===== config.mk =====
export PLATFORM = sky130hd
export DESIGN_NAME = irq_src_ctrl
export DESIGN_NICKNAME = d
export VERILOG_FILES = /design/src/rtl/irq_src_pkg.sv /design/src/rtl/irq_num_decode.sv /design/src/rtl/irq_src_pick.sv /design/src/rtl/irq_src_slot.sv /design/src/rtl/irq_src_ctrl.sv
export SDC_FILE = /design/constraint.sdc
export NUM_CORES = 1
export LEC_CHECK = 0
export BUFFER_PORTS_ARGS = -buffer_cell sky130_fd_sc_hd__buf_4
export CORE_MARGIN = 2
export CORE_UTILIZATION = 55
export CTS_BUF_LIST = sky130_fd_sc_hd__clkbuf_8
export DETAILED_ROUTE_END_ITERATION = 12
export MAX_ROUTING_LAYER = met4
export PLACE_DENSITY = 0.77
export RECOVER_POWER = 25
export SYNTH_ARGS = -nofsm -noshare
export SYNTH_HDL_FRONTEND = slang
export SYNTH_SLANG_ARGS = --single-unit

===== constraint.sdc =====
create_clock -name clk -period 2.3 [get_ports clk]
set_input_delay 0 -clock clk [delete_from_list [all_inputs] [get_ports clk]]
set_output_delay 0 -clock clk [all_outputs]
set_load 0.01 [all_outputs]

===== src/rtl/irq_src_pkg.sv =====
package irq_src_pkg;

  typedef enum logic [1:0] {
    OP_SET = 2'd0,
    OP_GET = 2'd1,
    OP_OFF = 2'd2,
    OP_ON  = 2'd3
  } cfg_op_e;

  localparam logic [7:0] PRIO_MASKED = 8'hFF;
  localparam logic [7:0] ST_OK       = 8'h00;
  localparam logic [7:0] ST_BAD      = 8'hFD;

  // flag bit positions
  localparam int FL_ASSERT = 0;
  localparam int FL_SENT   = 1;
  localparam int FL_REJ    = 2;
  localparam int FL_MPEND  = 3;

endpackage


===== src/rtl/irq_num_decode.sv =====
module irq_num_decode #(
  parameter int NUM_SRC = 8,
  parameter int BASE    = 16,
  parameter int NUM_W   = 16,
  localparam int IDX_W  = (NUM_SRC > 1) ? $clog2(NUM_SRC) : 1
) (
  input  logic [NUM_W-1:0] num_i,
  output logic             hit_o,
  output logic [IDX_W-1:0] idx_o
);
  localparam logic [NUM_W:0] LO = (NUM_W+1)'(BASE);
  localparam logic [NUM_W:0] HI = (NUM_W+1)'(BASE + NUM_SRC);

  logic [NUM_W:0] wide;
  logic [NUM_W:0] diff;

  always_comb begin
    wide  = {1'b0, num_i};
    diff  = wide - LO;
    hit_o = (wide >= LO) && (wide < HI);
    idx_o = diff[IDX_W-1:0];
  end
endmodule


===== src/rtl/irq_src_pick.sv =====
module irq_src_pick #(
  parameter int NUM_SRC = 8,
  localparam int IDX_W  = (NUM_SRC > 1) ? $clog2(NUM_SRC) : 1
) (
  input  logic [NUM_SRC-1:0] req_i,
  output logic               any_o,
  output logic [NUM_SRC-1:0] grant_o,
  output logic [IDX_W-1:0]   idx_o
);
  always_comb begin
    any_o   = |req_i;
    grant_o = req_i & (~req_i + NUM_SRC'(1));
    idx_o   = '0;
    for (int i = NUM_SRC - 1; i >= 0; i--) begin
      if (req_i[i]) idx_o = IDX_W'(i);
    end
  end
endmodule


===== src/rtl/irq_src_slot.sv =====
module irq_src_slot
  import irq_src_pkg::*;
#(
  parameter int SRV_W = 8
) (
  input  logic             clk,
  input  logic             rst,
  input  logic             lvl_i,
  input  logic             sig_i,
  input  logic             wr_i,
  input  cfg_op_e          op_i,
  input  logic [SRV_W-1:0] srv_i,
  input  logic [7:0]       prio_i,
  input  logic             rej_i,
  input  logic             eoi_i,
  input  logic             resend_i,
  input  logic             issue_i,
  output logic [SRV_W-1:0] srv_o,
  output logic [7:0]       prio_o,
  output logic             want_o
);
  logic [SRV_W-1:0] srv_q, n_srv;
  logic [7:0]       prio_q, n_prio, sav_q, n_sav;
  logic [3:0]       flg_q, n_flg;
  logic             want_q, n_want, eval;

  always_comb begin
    n_srv  = srv_q;
    n_prio = prio_q;
    n_sav  = sav_q;
    n_flg  = flg_q;
    n_want = want_q & ~issue_i;
    eval   = 1'b0;

    if (wr_i) begin
      case (op_i)
        OP_SET: begin n_srv = srv_i; n_prio = prio_i; n_sav = prio_i; end
        OP_OFF: begin n_prio = PRIO_MASKED; n_sav = prio_q; end
        OP_ON:  begin n_prio = sav_q; end
        default: ;
      endcase
      if (lvl_i) eval = 1'b1;
      else if (n_flg[FL_MPEND] && (n_prio != PRIO_MASKED)) begin
        n_flg[FL_MPEND] = 1'b0;
        n_want          = 1'b1;
      end
    end

    if (lvl_i) begin
      if (sig_i != flg_q[FL_ASSERT]) eval = 1'b1;
      n_flg[FL_ASSERT] = sig_i;
    end else if (sig_i) begin
      if (n_prio == PRIO_MASKED) n_flg[FL_MPEND] = 1'b1;
      else                       n_want = 1'b1;
    end

    if (rej_i) begin
      n_flg[FL_REJ]  = 1'b1;
      n_flg[FL_SENT] = 1'b0;
    end

    if (eoi_i) begin
      n_flg[FL_SENT] = 1'b0;
      if (lvl_i) eval = 1'b1;
    end

    if (resend_i) begin
      if (lvl_i) eval = 1'b1;
      else if (n_flg[FL_REJ]) begin
        n_flg[FL_REJ] = 1'b0;
        if (n_prio != PRIO_MASKED) n_want = 1'b1;
      end
    end

    if (eval && (n_prio != PRIO_MASKED) && n_flg[FL_ASSERT] && !n_flg[FL_SENT]) begin
      n_flg[FL_SENT] = 1'b1;
      n_want         = 1'b1;
    end
  end

  always_ff @(posedge clk) begin
    if (rst) begin
      srv_q  <= '0;
      prio_q <= PRIO_MASKED;
      sav_q  <= PRIO_MASKED;
      flg_q  <= '0;
      want_q <= 1'b0;
    end else begin
      srv_q  <= n_srv;
      prio_q <= n_prio;
      sav_q  <= n_sav;
      flg_q  <= n_flg;
      want_q <= n_want;
    end
  end

  assign srv_o  = srv_q;
  assign prio_o = prio_q;
  assign want_o = want_q;

  // a reject leaves the rejected flag set unless a resend consumes it
  a_r5_reject_marks: assert property (@(posedge clk) disable iff (rst)
    rej_i && !resend_i |=> flg_q[FL_REJ]);

  // a reject alone clears sent
  a_r5_reject_unsent: assert property (@(posedge clk) disable iff (rst)
    rej_i && !resend_i && !eoi_i && !wr_i && (sig_i == flg_q[FL_ASSERT])
    |=> !flg_q[FL_SENT]);

  // masked-pending only rises while the source is masked
  a_r3_mpend_masked: assert property (@(posedge clk) disable iff (rst)
    $rose(flg_q[FL_MPEND]) |-> (prio_q == PRIO_MASKED));

  // level sources never hold masked-pending
  a_r4_level_no_mpend: assert property (@(posedge clk) disable iff (rst)
    lvl_i |-> !flg_q[FL_MPEND]);

  // disable leaves the source masked
  a_r8_off_masks: assert property (@(posedge clk) disable iff (rst)
    wr_i && (op_i == OP_OFF) |=> (prio_q == PRIO_MASKED));
endmodule


===== src/rtl/irq_src_ctrl.sv =====
module irq_src_ctrl
  import irq_src_pkg::*;
#(
  parameter int NUM_SRC = 8,
  parameter int BASE    = 16,
  parameter int NUM_W   = 16,
  parameter int NUM_SRV = 4,
  parameter int SRV_W   = 8
) (
  input  logic               clk,
  input  logic               rst,
  input  logic [NUM_SRC-1:0] src_lvl_i,
  input  logic [NUM_SRC-1:0] src_sig_i,
  input  logic               cfg_valid_i,
  input  logic [1:0]         cfg_op_i,
  input  logic [NUM_W-1:0]   cfg_num_i,
  input  logic [SRV_W-1:0]   cfg_srv_i,
  input  logic [8:0]         cfg_prio_i,
  output logic               rsp_valid_o,
  output logic [7:0]         rsp_status_o,
  output logic [SRV_W-1:0]   rsp_srv_o,
  output logic [7:0]         rsp_prio_o,
  input  logic               rej_valid_i,
  input  logic [NUM_W-1:0]   rej_num_i,
  input  logic               eoi_valid_i,
  input  logic [NUM_W-1:0]   eoi_num_i,
  input  logic               resend_i,
  output logic               dlv_valid_o,
  input  logic               dlv_ready_i,
  output logic [SRV_W-1:0]   dlv_srv_o,
  output logic [NUM_W-1:0]   dlv_num_o,
  output logic [7:0]         dlv_prio_o
);
  localparam int IDX_W = (NUM_SRC > 1) ? $clog2(NUM_SRC) : 1;
  localparam logic [SRV_W-1:0] SRV_LIM = SRV_W'(NUM_SRV);
  localparam logic [NUM_W-1:0] NUM_LO  = NUM_W'(BASE);
  localparam logic [NUM_W-1:0] NUM_HI  = NUM_W'(BASE + NUM_SRC);

  cfg_op_e op;
  assign op = cfg_op_e'(cfg_op_i);

  logic             cfg_hit, rej_hit, eoi_hit, cfg_ok;
  logic [IDX_W-1:0] cfg_idx, rej_idx, eoi_idx, gidx;

  irq_num_decode #(.NUM_SRC(NUM_SRC), .BASE(BASE), .NUM_W(NUM_W)) u_dec_cfg (
    .num_i(cfg_num_i), .hit_o(cfg_hit), .idx_o(cfg_idx));
  irq_num_decode #(.NUM_SRC(NUM_SRC), .BASE(BASE), .NUM_W(NUM_W)) u_dec_rej (
    .num_i(rej_num_i), .hit_o(rej_hit), .idx_o(rej_idx));
  irq_num_decode #(.NUM_SRC(NUM_SRC), .BASE(BASE), .NUM_W(NUM_W)) u_dec_eoi (
    .num_i(eoi_num_i), .hit_o(eoi_hit), .idx_o(eoi_idx));

  assign cfg_ok = cfg_hit &&
                  ((op != OP_SET) || ((cfg_srv_i < SRV_LIM) && !cfg_prio_i[8]));

  logic [SRV_W-1:0]   srv_a  [NUM_SRC];
  logic [7:0]         prio_a [NUM_SRC];
  logic [NUM_SRC-1:0] want, elig, grant, issue;
  logic               any, load;

  generate
    for (genvar g = 0; g < NUM_SRC; g++) begin : g_slot
      logic wr, rj, eo;
      assign wr = cfg_valid_i && cfg_ok && (op != OP_GET) && (cfg_idx == IDX_W'(g));
      assign rj = rej_valid_i && rej_hit && (rej_idx == IDX_W'(g));
      assign eo = eoi_valid_i && eoi_hit && (eoi_idx == IDX_W'(g));

      irq_src_slot #(.SRV_W(SRV_W)) u_slot (
        .clk(clk), .rst(rst),
        .lvl_i(src_lvl_i[g]), .sig_i(src_sig_i[g]),
        .wr_i(wr), .op_i(op), .srv_i(cfg_srv_i), .prio_i(cfg_prio_i[7:0]),
        .rej_i(rj), .eoi_i(eo), .resend_i(resend_i), .issue_i(issue[g]),
        .srv_o(srv_a[g]), .prio_o(prio_a[g]), .want_o(want[g]));

      assign elig[g] = want[g] && (prio_a[g] != PRIO_MASKED);
    end
  endgenerate

  irq_src_pick #(.NUM_SRC(NUM_SRC)) u_pick (
    .req_i(elig), .any_o(any), .grant_o(grant), .idx_o(gidx));

  assign load  = !dlv_valid_o || dlv_ready_i;
  assign issue = load ? grant : '0;

  always_ff @(posedge clk) begin
    if (rst) begin
      dlv_valid_o <= 1'b0;
      dlv_srv_o   <= '0;
      dlv_num_o   <= '0;
      dlv_prio_o  <= '0;
    end else if (load) begin
      dlv_valid_o <= any;
      dlv_srv_o   <= srv_a[gidx];
      dlv_num_o   <= NUM_LO + NUM_W'(gidx);
      dlv_prio_o  <= prio_a[gidx];
    end
  end

  always_ff @(posedge clk) begin
    if (rst) begin
      rsp_valid_o  <= 1'b0;
      rsp_status_o <= ST_OK;
      rsp_srv_o    <= '0;
      rsp_prio_o   <= '0;
    end else begin
      rsp_valid_o  <= cfg_valid_i;
      rsp_status_o <= cfg_ok ? ST_OK : ST_BAD;
      if (cfg_valid_i && cfg_ok && (op == OP_GET)) begin
        rsp_srv_o  <= srv_a[cfg_idx];
        rsp_prio_o <= prio_a[cfg_idx];
      end else begin
        rsp_srv_o  <= '0;
        rsp_prio_o <= '0;
      end
    end
  end

  // an offered request holds until accepted
  a_r10_hold: assert property (@(posedge clk) disable iff (rst)
    dlv_valid_o && !dlv_ready_i |=> dlv_valid_o && $stable(dlv_num_o)
      && $stable(dlv_srv_o) && $stable(dlv_prio_o));

  // offered requests are never masked and name a source in range
  a_r2_unmasked: assert property (@(posedge clk) disable iff (rst)
    dlv_valid_o |-> (dlv_prio_o != PRIO_MASKED));
  a_r2_num_range: assert property (@(posedge clk) disable iff (rst)
    dlv_valid_o |-> (dlv_num_o >= NUM_LO) && (dlv_num_o < NUM_HI));

  // a bad source number fails on the next edge
  a_r9_bad_num: assert property (@(posedge clk) disable iff (rst)
    cfg_valid_i && !cfg_hit |=> rsp_valid_o && (rsp_status_o == ST_BAD));

  // one response per request
  a_r9_rsp_follows: assert property (@(posedge clk) disable iff (rst)
    rsp_valid_o |-> $past(cfg_valid_i));
endmodule


== Word-level counts from Yosys, hierarchy flattened ==
Index checks and enable logic that the tools add are counted.
W data, S select, Z words.
Operators by class
  reduce and logical (&&, ||, !) cells: 110
  multiplexer cells: 302
  shifts and indexed selects: 0
  $mul: 0
  bitwise gates (word level): 21
  $lt $le $gt $ge: 9
  divide/modulo/power cells: 0
  add/sub/neg operators: 5
  equality and inequality tests: 65
Operators by type and width (count)
  $mux W1: 240
  $mux W8: 26
  $ne A8 B8 Y1 const B: 24
  $pmux W8 S3: 8
  $pmux W8 S2: 8
  $bmux W8 S3: 4
  $logic_and A1 B1 Y1: 74
  $eq A8 B8 Y1 const B: 8
  $ge A16 B5 Y1 const B: 3
  $lt A16 B5 Y1 const B: 3
  $eq A3 B3 Y1 const B: 12
  $reduce_and A2 Y1: 16
  $mux W3: 8
  $eq A3 B2 Y1 const B: 6
  $mux W2: 8
  $logic_not A1 Y1: 10
  $eq A3 B1 Y1 const B: 3
  $logic_not A3 Y1: 3
  $not A1 Y1: 9
  $sub A3 B1 Y3 const B: 3
  $add A8 B1 Y8 const B: 1
  $and A1 B1 Y1: 8
  $and A8 B8 Y8: 1
  $ge A4 B4 Y1 const B: 2
  other kinds (13): 24
Word-level totals
  output and inout port bits: 58
  memory bits (read-only): 0
  latch bits: 0
  register bits after elaboration: 290
  memories: 0
  bits of input ports: 90
  RAM bits: 0

== Depth between registers and ports, before layout ==
  depth in word-level cells: 21
  depth in mapped cells: 13
  depth with buffers taken out: 8

== By module ==
A second synthesis with hierarchy kept.
Unflattened totals
  cell total of the unflattened synthesis: 1656
  area total of the unflattened synthesis: 14901.8 sq um
Modules (own cells, without submodules)
  irq_src_slot: cells an instance 158, times used 8, area an instance 1351.3 sq um, sequential area each 580.6 sq um
  irq_src_ctrl: cells an instance 345, times used 1, area an instance 3787.4 sq um, sequential area each 780.7 sq um
  irq_num_decode: cells an instance 8, times used 3, area an instance 55.1 sq um, sequential area each 0.0 sq um
  irq_src_pick: cells an instance 23, times used 1, area an instance 138.9 sq um, sequential area each 0.0 sq um

== Worst setup path after synthesis ==
No wires, ideal clock.
  kind: reg2reg
  from: register g_slot[5].u_slot.prio_q[1]
  to: register dlv_prio_o[7]
  required time: 2162 ps
  cell stages (with the launch flop): 12
  setup time: 138 ps
  period minus slack after synthesis: 2497 ps
  path slack: -197 ps
  path buffers: 3
  arrival time: 2359 ps
  cells stage by stage: dfxtp_1 > nand4_1 > o31ai_1 > o211ai_1 > and2_1 > clkbuf_1 > o21ai_1 > buf_2 > buf_2 > mux2i_1 > a2bb2oi_1 > o221ai_1
On the way
  cells in the longest elaborated chain, start to end: 12
RTL lines
  from (decl): RTL line irq_src_slot.sv:23  | logic [7:0] prio_q, n_prio, sav_q, n_sav;
  from (signal assigned): RTL line irq_src_slot.sv:90  | prio_q <= n_prio;
  $ne A8 B8 Y1: RTL line irq_src_ctrl.sv:74  | assign elig[g] = want[g] && (prio_a[g] != PRIO_MASKED);
  $logic_and A1 B1 Y1: RTL line irq_src_ctrl.sv:74
  $mux W3 (6 in series): RTL line irq_src_pick.sv:15  | if (req_i[i]) idx_o = IDX_W'(i);
  $not A3 Y4 (not written as such): RTL line irq_src_ctrl.sv:94  | dlv_prio_o <= prio_a[gidx];
  $bmux W8 S3: RTL line irq_src_ctrl.sv:94
  $mux W8 (not written as such) (2 in series): RTL line irq_src_ctrl.sv:94
  to (signal assigned): RTL line irq_src_ctrl.sv:94
  to (decl): RTL line irq_src_ctrl.sv:32  | output logic [7:0] dlv_prio_o
Every way passes these cells. The select of a mux whose other input is x is not followed.
A chain may end at the register's enable or synchronous reset.

== Final worst setup path ==
  from: register g_slot[5].u_slot.prio_q[6]
  to: register dlv_srv_o[3]
On the way
  cells in the longest elaborated chain, start to end: 12
RTL lines
  $ne A8 B8 Y1: RTL line irq_src_ctrl.sv:74
  $logic_and A1 B1 Y1: RTL line irq_src_ctrl.sv:74
  $mux W3 (6 in series): RTL line irq_src_pick.sv:15
  $not A3 Y4 (not written as such): RTL line irq_src_ctrl.sv:92  | dlv_srv_o <= srv_a[gidx];
  $bmux W8 S3: RTL line irq_src_ctrl.sv:92
  $mux W8 (not written as such) (2 in series): RTL line irq_src_ctrl.sv:92
  to (signal assigned): RTL line irq_src_ctrl.sv:92
  to (decl): RTL line irq_src_ctrl.sv:30  | output logic [SRV_W-1:0] dlv_srv_o,
Every way passes these cells. The select of a mux whose other input is x is not followed.

==> impl_metrics.json <==
{
  "drv_cap": 0,
  "maxSlewHeadroom_pct": 24.0,
  "reg2reg_depth": 10,
  "gr-total-overflow": 0,
  "grt_pass1_vias": 14782,
  "via_per_inst": 6.43,
  "critPathLaunchType": "register",
  "clkSinkCount": 271,
  "avgSynthCellArea_um2": 8.42,
  "power_leakage_nw": 8.61,
  "drtIter0Drc": 2004,
  "antennaDiodeCount": 0,
  "clock_path_buffers": 3,
  "dr.pass1.iters": 6,
  "dp_hpwl_mm": 38.7,
  "dieArea_um2": 27000,
  "hp-start": "cfg_prio_i[0]",
  "final_antenna_net_count": 0,
  "tightest_slew_ns": 1.14,
  "register_area_um2": 5460,
  "powerDensity_nw_per_um2": 553,
  "ys_seq_elements": 271,
  "dp_worst_setup_slack_ns": -0.247,
  "layout_setup_ws_ns": -0.0485,
  "final.min_clock_period_ns": 2.35,
  "core_um2": 25200,
  "rr_endpoint": "dlv_srv_o[3]",
  "startpoint": "g_slot[5].u_slot.prio_o[6]",
  "fillers": 1807,
  "cts-root-buf": "clkbuf_8",
  "setup_viol": 6,
  "synth_ff_type": "dfxtp_1",
  "fin_total_pwr_mw": 10.5,
  "io-pin-count": 148,
  "rows": 58,
  "post-route-period-util_pct": 102,
  "mostFrequentLayoutCells": "buf_4 (317), dfxtp_1 (246), nand2_1 (226)",
  "die_x_um": 164,
  "hold-path-cell-count": 5,
  "grt_start_max_net_pins": 109,
  "fin_skew_ns": 0.0431,
  "mostFrequentLayoutCell": "buf_4",
  "slew_viol_final": 0,
  "antenna_found_initial": 0,
  "timing.rr.start": "g_slot[5].u_slot.prio_o[6]",
  "synth_edf_count": 0,
  "wirelength_mm": 56.2,
  "yosys-top-cells-area": "dfxtp_1 (38%), nand2_1 (6.1%), a21oi_1 (5.6%)",
  "violations": "negative setup slack",
  "ys_async_sr_fraction_pct": 0,
  "drcViolationCount": 0,
  "fp.dieH_um": 164,
  "r2r_slack_ns": -0.05,
  "area_growth_pct": 34.5,
  "drive_above_1_share_pct": 30.0,
  "hold_class": "input pin to register",
  "start_util_pct": 56.1,
  "syn_inst": 1677,
  "cts_max_level": 2,
  "rsz0062_at_grt": "yes",
  "arrival_ns": 2.84,
  "wire_per_inst_um": 23.4,
  "cp_data_required_time_ns": 2.79,
  "netlist_area_um2": 14100,
  "crit_fanout": 9,
  "min_to": "g_slot[2].u_slot.prio_o[0]",
  "synth_top_area_share_pct": 38.4,
  "grt_pass1_wl_mm": 83.8,
  "yosys.area.top_type": "dfxtp_1",
  "clk_pin_slew_ns": 0.07,
  "hold_viol": 0,
  "ys_seq_area_share_pct": 38.4,
  "cts_buffers": 47,
  "dr_total_vias": 15450,
  "grtUsageTotal_pct": 41.6,
  "end_kind": "register",
  "outcome": "finished, violations left",
  "place.gp.congestion": 1.03,
  "yosys.cell_types.count": 70,
  "irDropWorstVdd_v": 0.000578,
  "cts_tree": "done",
  "fmax_mhz": 426,
  "fin_nets": 2126,
  "critical_path_class": "register to register",
  "synth_warnings": 0,
  "io_buffers": 134,
  "clock_latency_ns": 0.60,
  "multi_input_area_um2": 8420
}
-- critical path, cell delays in order, from the launching register on --
cell      delay [ns]
dfxtp_2         0.33
nand4_1         0.19
o31ai_4         0.27
o211ai_1        0.16
and2_4          0.21
o21ai_4         0.14
buf_12          0.16
buf_16          0.15
mux2i_1         0.23
o22ai_1         0.12
a211o_1         0.29
-- cell usage after synthesis (all sizes together), types with 21 or more instances --
cell type	count
buf	74
nand4	22
clkbuf	82
o22ai	64
dfxtp	271
mux2i	62
mux2	44
a21oi	158
nor2b	21
o21ai	48
o211ai	109
mux4	32
nand2	230
nand2b	21
nor2	132
inv	28
nand3	25
nor3	28
and2	50
-- logic make-up after synthesis --
logic type	after synthesis	share of synthesized area, %
AO/OA/AOI/OAI	471	21.7
buffers and inverters	184	5.78
flip-flops	271	38.4
multiplexers	138	13.0
other	1	0.0266
AND/OR/NAND/NOR	612	21.1
-- worst max path at each step --
stage                                         end  slack, ns  depth (start not counted)
after global routing                dlv_prio_o[1]      -0.11                         10
final                                dlv_srv_o[3]      -0.05                         10
after floorplan                     dlv_prio_o[7]      -0.04                         11
after global placement    g_slot[3].u_slot.want_o      -0.24                         11
after CTS                 g_slot[3].u_slot.want_o      -0.10                         11
after detailed placement  g_slot[7].u_slot.want_o      -0.25                          9
-- through the flow --
stage               utilization [%]  cells  cell area [µm²]  hold WS, ns  TNS (ns)
floorplan                         -   1689            14200       0.0792   -0.0394
global placement               67.2   2247            16900        0.265     -4.84
detailed placement             67.2   2247            16900        0.270     -7.67
CTS                            74.3   2388            18700     0.000262    -0.474
global route                   75.4   2402            19000       0.0499     -1.68
finish                         75.4   2402            19000       0.0255    -0.177
-- cell type report --
type	instances	area share (%)
multi-input cells	1234	44.3
repair buffers	454	19.0
clock buffers	61	4.42
well taps	330	2.18
flip-flops and latches	271	28.8
inverters	28	0.567
clock inverters	24	0.718
-- power breakdown --
part | total (mW) | leakage [nW] | internal, mW | switching (mW)
clock | 4.61 | 0.572 | 2.49 | 2.12
sequential | 4.74 | 2.18 | 4.72 | 0.0199
combinational | 1.14 | 5.85 | 0.496 | 0.648
total | 10.5 | 8.61 | 7.71 | 2.79
-- layer usage --
metal	global-route usage, %	part of all wire [%]	routed length (µm)	up-vias
met4	22.0	5.9	3320	0
li1	-	-	-	6827
met3	9.17	12	6620	264
met5	-	0	0	-
met2	63.9	45	25500	1043
met1	51.3	37	20800	7316
-- registers in the layout (all words and copies together) (netlist names) --
signal and cells:
rsp_srv_o 8, dlv_prio_o 8, rsp_valid_o 1, g_slot.u_slot.want_o 8, dlv_srv_o 8, dlv_num_o 4
g_slot.u_slot.prio_o 64, rsp_status_o 1, g_slot.u_slot.srv_o 64, g_slot.u_slot.flg_q 32, rsp_prio_o 8, g_slot.u_slot.sav_q 64
dlv_valid_o 1
-- what timing repair did --
| item | 4_1_cts | 5_1_grt |
|---|---|---|
| hold endpoints to repair | 68 | 0 |
| hold buffers | 42 | 0 |
| buffers inserted | 13 | 12 |
| setup endpoints to repair | 30 | 38 |
| cloned | 2 | 2 |
| resized for setup | 62 | 86 |
| pin swaps | 21 | 40 |
(Power assumes the default switching activity.)
